--- src/rtl/qtc_span_timer.sv ---
module qtc_span_timer #(
  parameter int TS_W  = 16,
  parameter int LIMIT = 16
) (
  input  logic            clk,
  input  logic            rst_n,
  input  logic [TS_W-1:0] now,
  input  logic            start_en,
  output logic            busy
);
  localparam logic [TS_W-1:0] LIM = TS_W'(LIMIT);

  logic            live_q, live_d;
  logic [TS_W-1:0] t0_q, t0_d;
  logic [TS_W-1:0] elapsed;
  logic            in_window;

  assign elapsed   = now - t0_q;
  assign in_window = elapsed < LIM;
  assign busy      = live_q && in_window;

  always_comb begin
    live_d = live_q;
    t0_d   = t0_q;
    if (start_en) begin
      live_d = 1'b1;
      t0_d   = now;
    end else if (live_q && !in_window) begin
      live_d = 1'b0;
    end
  end

  always_ff @(posedge clk or negedge rst_n) begin
    if (!rst_n) begin
      live_q <= 1'b0;
      t0_q   <= '0;
    end else begin
      live_q <= live_d;
      if (start_en) t0_q <= t0_d;
    end
  end

  // a timer is only restarted once its window has closed
  a_r9_start_only_when_idle: assert property (@(posedge clk) disable iff (!rst_n)
    start_en |-> !busy);
  // a freshly started timer reports busy on the next cycle
  a_r6_busy_after_start: assert property (@(posedge clk) disable iff (!rst_n)
    start_en |=> busy);
endmodule

--- src/rtl/qtc_bank_cols.sv ---
module qtc_bank_cols #(
  parameter int TS_W      = 16,
  parameter int NUM_BANKS = 16,
  parameter int T_CC      = 16
) (
  input  logic                 clk,
  input  logic                 rst_n,
  input  logic [TS_W-1:0]      now,
  input  logic [NUM_BANKS-1:0] col_start_en,
  input  logic [NUM_BANKS-1:0] open_set,
  output logic [NUM_BANKS-1:0] bank_busy,
  output logic [NUM_BANKS-1:0] bank_open
);
  logic [NUM_BANKS-1:0] open_q, open_d;

  for (genvar g = 0; g < NUM_BANKS; g++) begin : g_bank
    qtc_span_timer #(.TS_W(TS_W), .LIMIT(T_CC)) u_tmr (
      .clk      (clk),
      .rst_n    (rst_n),
      .now      (now),
      .start_en (col_start_en[g]),
      .busy     (bank_busy[g])
    );
  end

  always_comb begin
    open_d = open_q | open_set;
  end

  always_ff @(posedge clk or negedge rst_n) begin
    if (!rst_n) open_q <= '0;
    else        open_q <= open_d;
  end

  assign bank_open = open_q;

  // a column timer only starts on a bank whose row is open
  a_r8_col_needs_open: assert property (@(posedge clk) disable iff (!rst_n)
    (col_start_en & ~open_q) == '0);
  // at most one bank column timer restarts per cycle
  a_r7_one_col_start: assert property (@(posedge clk) disable iff (!rst_n)
    $onehot0(col_start_en));
  // no row opens in a cycle with a column start
  a_r9_exclusive_starts: assert property (@(posedge clk) disable iff (!rst_n)
    !((|open_set) && (|col_start_en)));
endmodule

--- config.mk ---
export PLATFORM = sky130hd
export DESIGN_NAME = qtc_bank_cols
export DESIGN_NICKNAME = d
export VERILOG_FILES = /design/src/rtl/qtc_span_timer.sv /design/src/rtl/qtc_bank_cols.sv
export SDC_FILE = /design/constraint.sdc
export NUM_CORES = 1
export LEC_CHECK = 0
export ABC_CLOCK_PERIOD_IN_PS = 2420
export BUFFER_PORTS_ARGS = -buffer_cell sky130_fd_sc_hd__clkbuf_2
export CAP_MARGIN = 20
export CORE_UTILIZATION = 40
export CTS_BUF_LIST = sky130_fd_sc_hd__clkbuf_16
export CTS_CLUSTER_DIAMETER = 150
export DETAILED_ROUTE_END_ITERATION = 8
export PLACE_DENSITY = 0.66
export SETUP_SLACK_MARGIN = 0.05
export SLEW_MARGIN = 20
export SYNTH_ARGS = -nofsm -noshare
export SYNTH_HDL_FRONTEND = slang
export SYNTH_HIERARCHICAL = 1
export SYNTH_SLANG_ARGS = --single-unit
export TNS_END_PERCENT = 1
--- constraint.sdc ---
create_clock -name clk -period 2.42 [get_ports clk]
set_input_delay 0.242 -clock clk [delete_from_list [all_inputs] [get_ports clk]]
set_output_delay 0.242 -clock clk [all_outputs]
set_load 0.03 [all_outputs]
Word level (Yosys, flattened, before mapping):

Index checks and enable logic that the tools add are counted.

* bits in registers: 288
* latch bits: 0
* bits in writable memories: 0
* memory bits (read-only): 0
* output and inout bits: 32
* word-level logic and storage cells: 162
* memories: 0

* $add $sub $neg: 16
* multipliers: 0
* div/mod/pow operators: 0
* order comparisons: 16
* eq/ne operators: 0
* shift-type cells: 0
* multiplexer cells: 32
* bitwise gates (word level): 1
* reduce and logical (&&, ||, !) cells: 64

Operators by type and width (count)
* $lt 16x5->1 const B: 16
* $sub 16x16->16: 16
* $logic_and 1x1->1: 32
* $mux 1: 32
* $reduce_bool 2->1: 16
* $logic_not 1->1: 16
* $or 16x16->16: 1

Logic depth before layout (Yosys ltp):

* depth in word-level cells: 6
* depth in mapped cells: 9
* gate-level depth less buffers: 9

By module:

The synthesis kept the hierarchy.

By module, submodules not included
* qtc_span_timer (g_bank[0].u_tmr ...): instances 15, cells each 156, area an instance 1333.8 um2, seq. area each 425.4 um2
* qtc_span_timer (g_bank[9].u_tmr): instances 1, cells each 168, area an instance 1336.3 um2, seq. area each 425.4 um2
* qtc_bank_cols: instances 1, cells each 32, area an instance 500.5 um2, seq. area each 400.4 um2

Worst setup path after synthesis:

OpenSTA, ideal clock, no wires.

* path type: register -> output
* start: register g_bank[9].u_tmr.t0_q[12]
* end: output port bank_busy[9]
* data arrival time: 2.822 ns
* data required time: 2.178 ns
* path slack: -0.644 ns
* stages on the path, launching flop included: 10
* cells stage by stage: dfrtp_1 -> inv_1 -> ha_1 -> a21oi_1 -> o221ai_1 -> a2111oi_1 -> nand2_1 -> nor4_2 -> o2111ai_1 -> nor4_1

* word-level cells in the longest chain between the ends: 3

Ends and longest elaborated chain
* start, declared: line qtc_span_timer.sv:14 `logic [TS_W-1:0] t0_q, t0_d;`
* start signal, assigned: line qtc_span_timer.sv:39 `if (start_en) t0_q <= t0_d;`
* $sub 16x16->16: line qtc_span_timer.sv:18 `assign elapsed = now - t0_q;`
* $lt 16x5->1: line qtc_span_timer.sv:19 `assign in_window = elapsed < LIM;`
* $logic_and 1x1->1: line qtc_span_timer.sv:20 `assign busy = live_q && in_window;`
* end, declared: line qtc_bank_cols.sv:11 `output logic [NUM_BANKS-1:0] bank_busy,`

Every way passes these cells.

Worst setup path after layout:

* start: register g_bank[8].u_tmr.t0_q[1]
* end: output port bank_busy[8]

* word-level cells in the longest chain between the ends: 3

Ends and longest elaborated chain (line)
* start, declared: qtc_span_timer.sv:14
* start signal, assigned: qtc_span_timer.sv:39
* $sub 16x16->16: qtc_span_timer.sv:18
* $lt 16x5->1: qtc_span_timer.sv:19
* $logic_and 1x1->1: qtc_span_timer.sv:20

Every way passes these cells.

==> impl_table.tex <==
\begin{tabular}{lr}
\hline
Metric & Value \\
\hline
\multicolumn{2}{l}{\textbf{Cells and area}} \\
\quad Final core utilization & around 57\% \\
\quad Post-route cell area & approximately 0.031 mm2 \\
\quad Number of fill cells in the layout & 4,659 \\
\quad Area delta synth->final & 41.7\% \\
\quad Share of cells above drive strength 1 & between 30\% and 40\% \\
\quad Nets & around 3,500 \\
\multicolumn{2}{l}{\textbf{Clock tree}} \\
\quad Clk sink count & between 200 and 300 \\
\quad Clock Pin Slew Worst Setup and Hold Paths & 0.06 ns \\
\quad Clk\_lat worst skew & 0.56 ns \\
\quad Clock buffer count from CTS & 38 \\
\quad Cell at the root of the clock tree & sky130\_fd\_sc\_hd\_\_clkbuf\_16 \\
\quad H-tree levels & 2 \\
\quad Deepest clock path buffer count & 3 \\
\quad TritonCTS clock tree & done \\
\multicolumn{2}{l}{\textbf{Setup path}} \\
\quad Largest fanout of any net on the critical path & 5 \\
\quad Crit Path Class & reg2out \\
\quad Kind of start point of the critical path & flop \\
\quad Endpoint kind of the worst setup timing path & output port \\
\quad Launching element of the worst setup path & g\_bank[8].u\_tmr/t0\_q[1] \\
\quad Flop-to-flop setup slack & -0.17 ns \\
\quad Reg2reg path depth & 12 \\
\quad Required time reported for the critical path endpoint & 2.18 ns \\
\quad Worst Setup EP & bank\_busy[8] \\
\quad Startpoint of the worst-slack reg-to-reg timing path & g\_bank[11].u\_tmr/t0\_q[1] \\
\quad Arrival time of data at the critical path endpoint & between 3 and 4 ns \\
\quad Reg-to-reg critical path endpoint & g\_bank[11].u\_tmr/live\_q \\
\multicolumn{2}{l}{\textbf{Place}} \\
\quad Number of port buffers & 81 \\
\quad Placer Congestion & about 0.91 \\
\quad Worst slack after detailed placement & -0.615 ns \\
\quad Post-DP Area & about 0.029 mm2 \\
\quad Hpwl dp & roughly 47,000 um \\
\multicolumn{2}{l}{\textbf{Drt}} \\
\quad Number of nets still failing antenna checks after routing & 0 \\
\quad Drt initial violations & 1,246 \\
\quad Detailed-router iteration count before antenna repair & 6 \\
\quad Via count of the routed design & between 20,000 and 25,000 \\
\quad Post-detailed-routing wire length & about 63,000 um \\
\quad Number of vias per cell after detailed routing & 5.33 \\
\quad Wire length per cell & 15.8 um \\
\quad Post-route DRC violation count & 0 \\
\multicolumn{2}{l}{\textbf{Synth}} \\
\quad Average footprint of a synthesized cell & 8.60 um2 \\
\quad Share of async-settable or async-resettable flops after synthesis & 100\% \\
\quad Sequential area share after synthesis & about 33\% \\
\quad FF+latch count, synth & 288 \\
\quad Leading cell types by total area after synthesis & sky130\_fd\_sc\_hd\_\_dfrtp\_1 (33\%), sky130\_fd\_sc\_hd\_\_ha\_1 (13\%), sky130\_fd\_sc\_hd\_\_o21ai\_0 (6.6\%), sky130\_fd\_sc\_hd\_\_nand2\_1 (6.2\%), sky130\_fd\_sc\_hd\_\_inv\_1 (4.9\%) \\
\quad Top-area cell type share of the netlist area & approximately 33\% \\
\quad Post-synth cell types & a little under 60 \\
\quad Top\_reg\_cell synth & sky130\_fd\_sc\_hd\_\_dfrtp\_1 \\
\quad Post-Synthesis Net Count & roughly 2,800 \\
\quad Synth Cell Area & $\sim$0.022 mm2 \\
\quad Post-synthesis instance total & around 2,500 \\
\quad Synth Warn \# & 6 \\
\quad Number of enable-type register cells in the synthesized netlist & 0 \\
\quad Post-synth top area cell & sky130\_fd\_sc\_hd\_\_dfrtp\_1 \\
\multicolumn{2}{l}{\textbf{Floorplanning}} \\
\quad Num ports & 82 \\
\quad Std cell rows & 85 \\
\quad Core box area & 0.0539 mm2 \\
\quad Die area & around 0.056 mm2 \\
\quad Initial cell density of the core & 40.5\% \\
\quad Chip Width & roughly 240 um \\
\quad Die Y & approximately 240 um \\
\multicolumn{2}{l}{\textbf{STA}} \\
\quad Worst Clk Skew & around 0.018 ns \\
\quad Time the worst path needs with I/O delays and setup & 3.34 ns \\
\quad Setup violators final & 29 \\
\quad Top achievable clock speed & around 300 MHz \\
\quad Worst Setup Slack, final & -0.925 ns \\
\quad Worst slew margin & between 60 and 70\% \\
\quad Final clock period utilization by the worst path & 138\% \\
\quad Hold violation total from the final report & 0 \\
\quad Unrepaired setup endpoints after global routing & true \\
\quad Number of max-slew violations in the final report & 0 \\
\quad Slew at the pin closest to its max-slew limit & 0.580 ns \\
\multicolumn{2}{l}{\textbf{GRT}} \\
\quad Vias in the first global route & 21,600 \\
\quad GR Util All Layers & around 23\% \\
\quad Global-route wire length before repair & approximately 110,000 um \\
\quad Gr ovfl total & 0 \\
\quad Pin count of the biggest net entering global routing & between 60 and 70 \\
\quad Antenna violations before repair & 3 \\
\multicolumn{2}{l}{\textbf{Power}} \\
\quad Power Density & 614 mW/mm2 \\
\quad Leakage power & $\sim$0.015 uW \\
\quad Peak VDD IR & approximately 0.42 mV \\
\multicolumn{2}{l}{\textbf{Outcome}} \\
\quad Run status & complete, but fails checks \\
\quad Violations in the final reports & setup timing \\
\multicolumn{2}{l}{\textbf{Run}} \\
\quad \# Max-Cap Violations & 0 \\
\multicolumn{2}{l}{\textbf{Min path}} \\
\quad Type of the worst min-delay path & in2reg \\
\hline
\end{tabular}
-- placed cells by master (no fill, tap or decap), types with 17 or more instances in the layout --
| cell | n |
|---|---|
| sky130_fd_sc_hd__and2_1 | 17 |
| sky130_fd_sc_hd__clkbuf_2 | 64 |
| sky130_fd_sc_hd__xnor2_1 | 92 |
| sky130_fd_sc_hd__a21o_1 | 46 |
| sky130_fd_sc_hd__buf_12 | 41 |
| sky130_fd_sc_hd__buf_4 | 599 |
| sky130_fd_sc_hd__mux2_2 | 32 |
| sky130_fd_sc_hd__dlygate4sd3_1 | 17 |
| sky130_fd_sc_hd__xor2_1 | 57 |
| sky130_fd_sc_hd__o211ai_1 | 32 |
| sky130_fd_sc_hd__o21ai_0 | 280 |
| sky130_fd_sc_hd__dfrtp_1 | 288 |
| sky130_fd_sc_hd__and3_1 | 17 |
| sky130_fd_sc_hd__nor3_1 | 45 |
| sky130_fd_sc_hd__o21ai_2 | 25 |
| sky130_fd_sc_hd__clkbuf_16 | 39 |
| sky130_fd_sc_hd__nor2_1 | 54 |
| sky130_fd_sc_hd__o21bai_1 | 29 |
| sky130_fd_sc_hd__nand2_1 | 357 |
| sky130_fd_sc_hd__a21oi_1 | 165 |
| sky130_fd_sc_hd__nand3_1 | 30 |
| sky130_fd_sc_hd__ha_1 | 214 |
| sky130_fd_sc_hd__inv_1 | 287 |
-- where the power goes --
part	internal [uW]	total, uW	switching (uW)
clock	3700	6020	2320
combinational	3690	7650	3960
sequential	5220	5340	124
total	12600	19000	6400
-- worst max-delay path, stage by stage, from the launching register on --
cell	delay [ns]
sky130_fd_sc_hd__dfrtp_1	0.34
sky130_fd_sc_hd__inv_2	0.05
sky130_fd_sc_hd__ha_4	0.15
sky130_fd_sc_hd__or3b_4	0.43
sky130_fd_sc_hd__a211o_1	0.36
sky130_fd_sc_hd__a31oi_4	0.21
sky130_fd_sc_hd__xor2_1	0.26
sky130_fd_sc_hd__nand4_4	0.14
sky130_fd_sc_hd__nor4_4	0.38
sky130_fd_sc_hd__clkbuf_8	0.23
-- final cells by class --
cell class | count | area, um2 | area share, %
clock inverter | 31 | 357 | 1.15
antenna | 1 | 2.50 | 0.00809
clock buffer | 39 | 976 | 3.15
inverter | 287 | 1080 | 3.48
sequential | 288 | 7210 | 23.3
tap | 696 | 871 | 2.81
multi-input combinational | 1917 | 14400 | 46.6
timing repair buffer | 739 | 6050 | 19.6
-- stage by stage --
stage	total power (uW)	TNS, ns	cells	hold WS [ns]
2_1_floorplan	9550	-1.40	2540	-0.0536
3_3_place_gp	12400	-14.08	3893	0.193
3_5_place_dp	12600	-14.91	3893	0.197
4_1_cts	19100	-13.91	3995	0.0943
5_1_grt	20200	-18.31	3998	0.121
6_report	19000	-13.65	3998	0.115
-- synth_stat cells (17+ instances only) --
master                       n
sky130_fd_sc_hd__nor4_1     31
sky130_fd_sc_hd__inv_1     287
sky130_fd_sc_hd__xnor2_1    92
sky130_fd_sc_hd__o211ai_1   32
sky130_fd_sc_hd__and3_1     17
sky130_fd_sc_hd__nand2_1   358
sky130_fd_sc_hd__nand3_1    30
sky130_fd_sc_hd__a21o_1     46
sky130_fd_sc_hd__nor3_1     50
sky130_fd_sc_hd__dfrtp_1   288
sky130_fd_sc_hd__clkbuf_1   32
sky130_fd_sc_hd__mux2_2     32
sky130_fd_sc_hd__a21oi_1   180
sky130_fd_sc_hd__o21bai_1   30
sky130_fd_sc_hd__nor2_1     54
sky130_fd_sc_hd__and2_1     17
sky130_fd_sc_hd__o21ai_0   288
sky130_fd_sc_hd__xor2_1     60
sky130_fd_sc_hd__o21ai_1    33
sky130_fd_sc_hd__ha_1      224
-- metal layers --
| layer | GRT usage (%) | part of all wire [%] | vias up |
|---|---|---|---|
| met2 | 39.7 | 48 | 354 |
| met4 | 7.05 | 2.8 | 2 |
| li1 | - | - | 10600 |
| met3 | 3.00 | 3.4 | 114 |
| met1 | 29.9 | 46 | 10300 |
| met5 | 0 | 0.021 | - |
-- flip-flops by register name (all words and copies together), names as in the netlist --
signal,flops
g_bank.u_tmr/t0_q,256
g_bank.u_tmr/live_q,16
bank_open,16
-- worst min-delay path by stage --
stage / start / to / cells past startpoint
global route: now[6] / g_bank[6].u_tmr/t0_q[6] / 4
detailed placement: rst_n / bank_open[0] / 1
floorplan: rst_n / bank_open[0] / 0
CTS: now[6] / g_bank[6].u_tmr/t0_q[6] / 4
finish: now[6] / g_bank[6].u_tmr/t0_q[6] / 4
global placement: rst_n / bank_open[0] / 1
-- cells by family (layout without fill, tap and decap cells) --
kind of cell | after synthesis | after routing | synth area share (%)
AOI/OAI and AO/OA | 835 | 835 | 25.3
xor gates and xnor gates | 153 | 153 | 6.17
adders and majority gates | 224 | 224 | 12.8
buffers and inverters | 335 | 1096 | 5.76
DFF | 288 | 288 | 33.0
muxes | 32 | 32 | 1.65
other | 0 | 1 | 0
and+or+nand+nor | 673 | 673 | 15.3
-- what timing repair did --
action,CTS,global route
setup endpoints to repair,32,32
pin swaps,71,30
endpoints found under the hold margin,58,0
hold buffers,17,0
resized for setup,111,33
buffers inserted,15,2
Note: power is estimated with default switching activity, not from simulation.
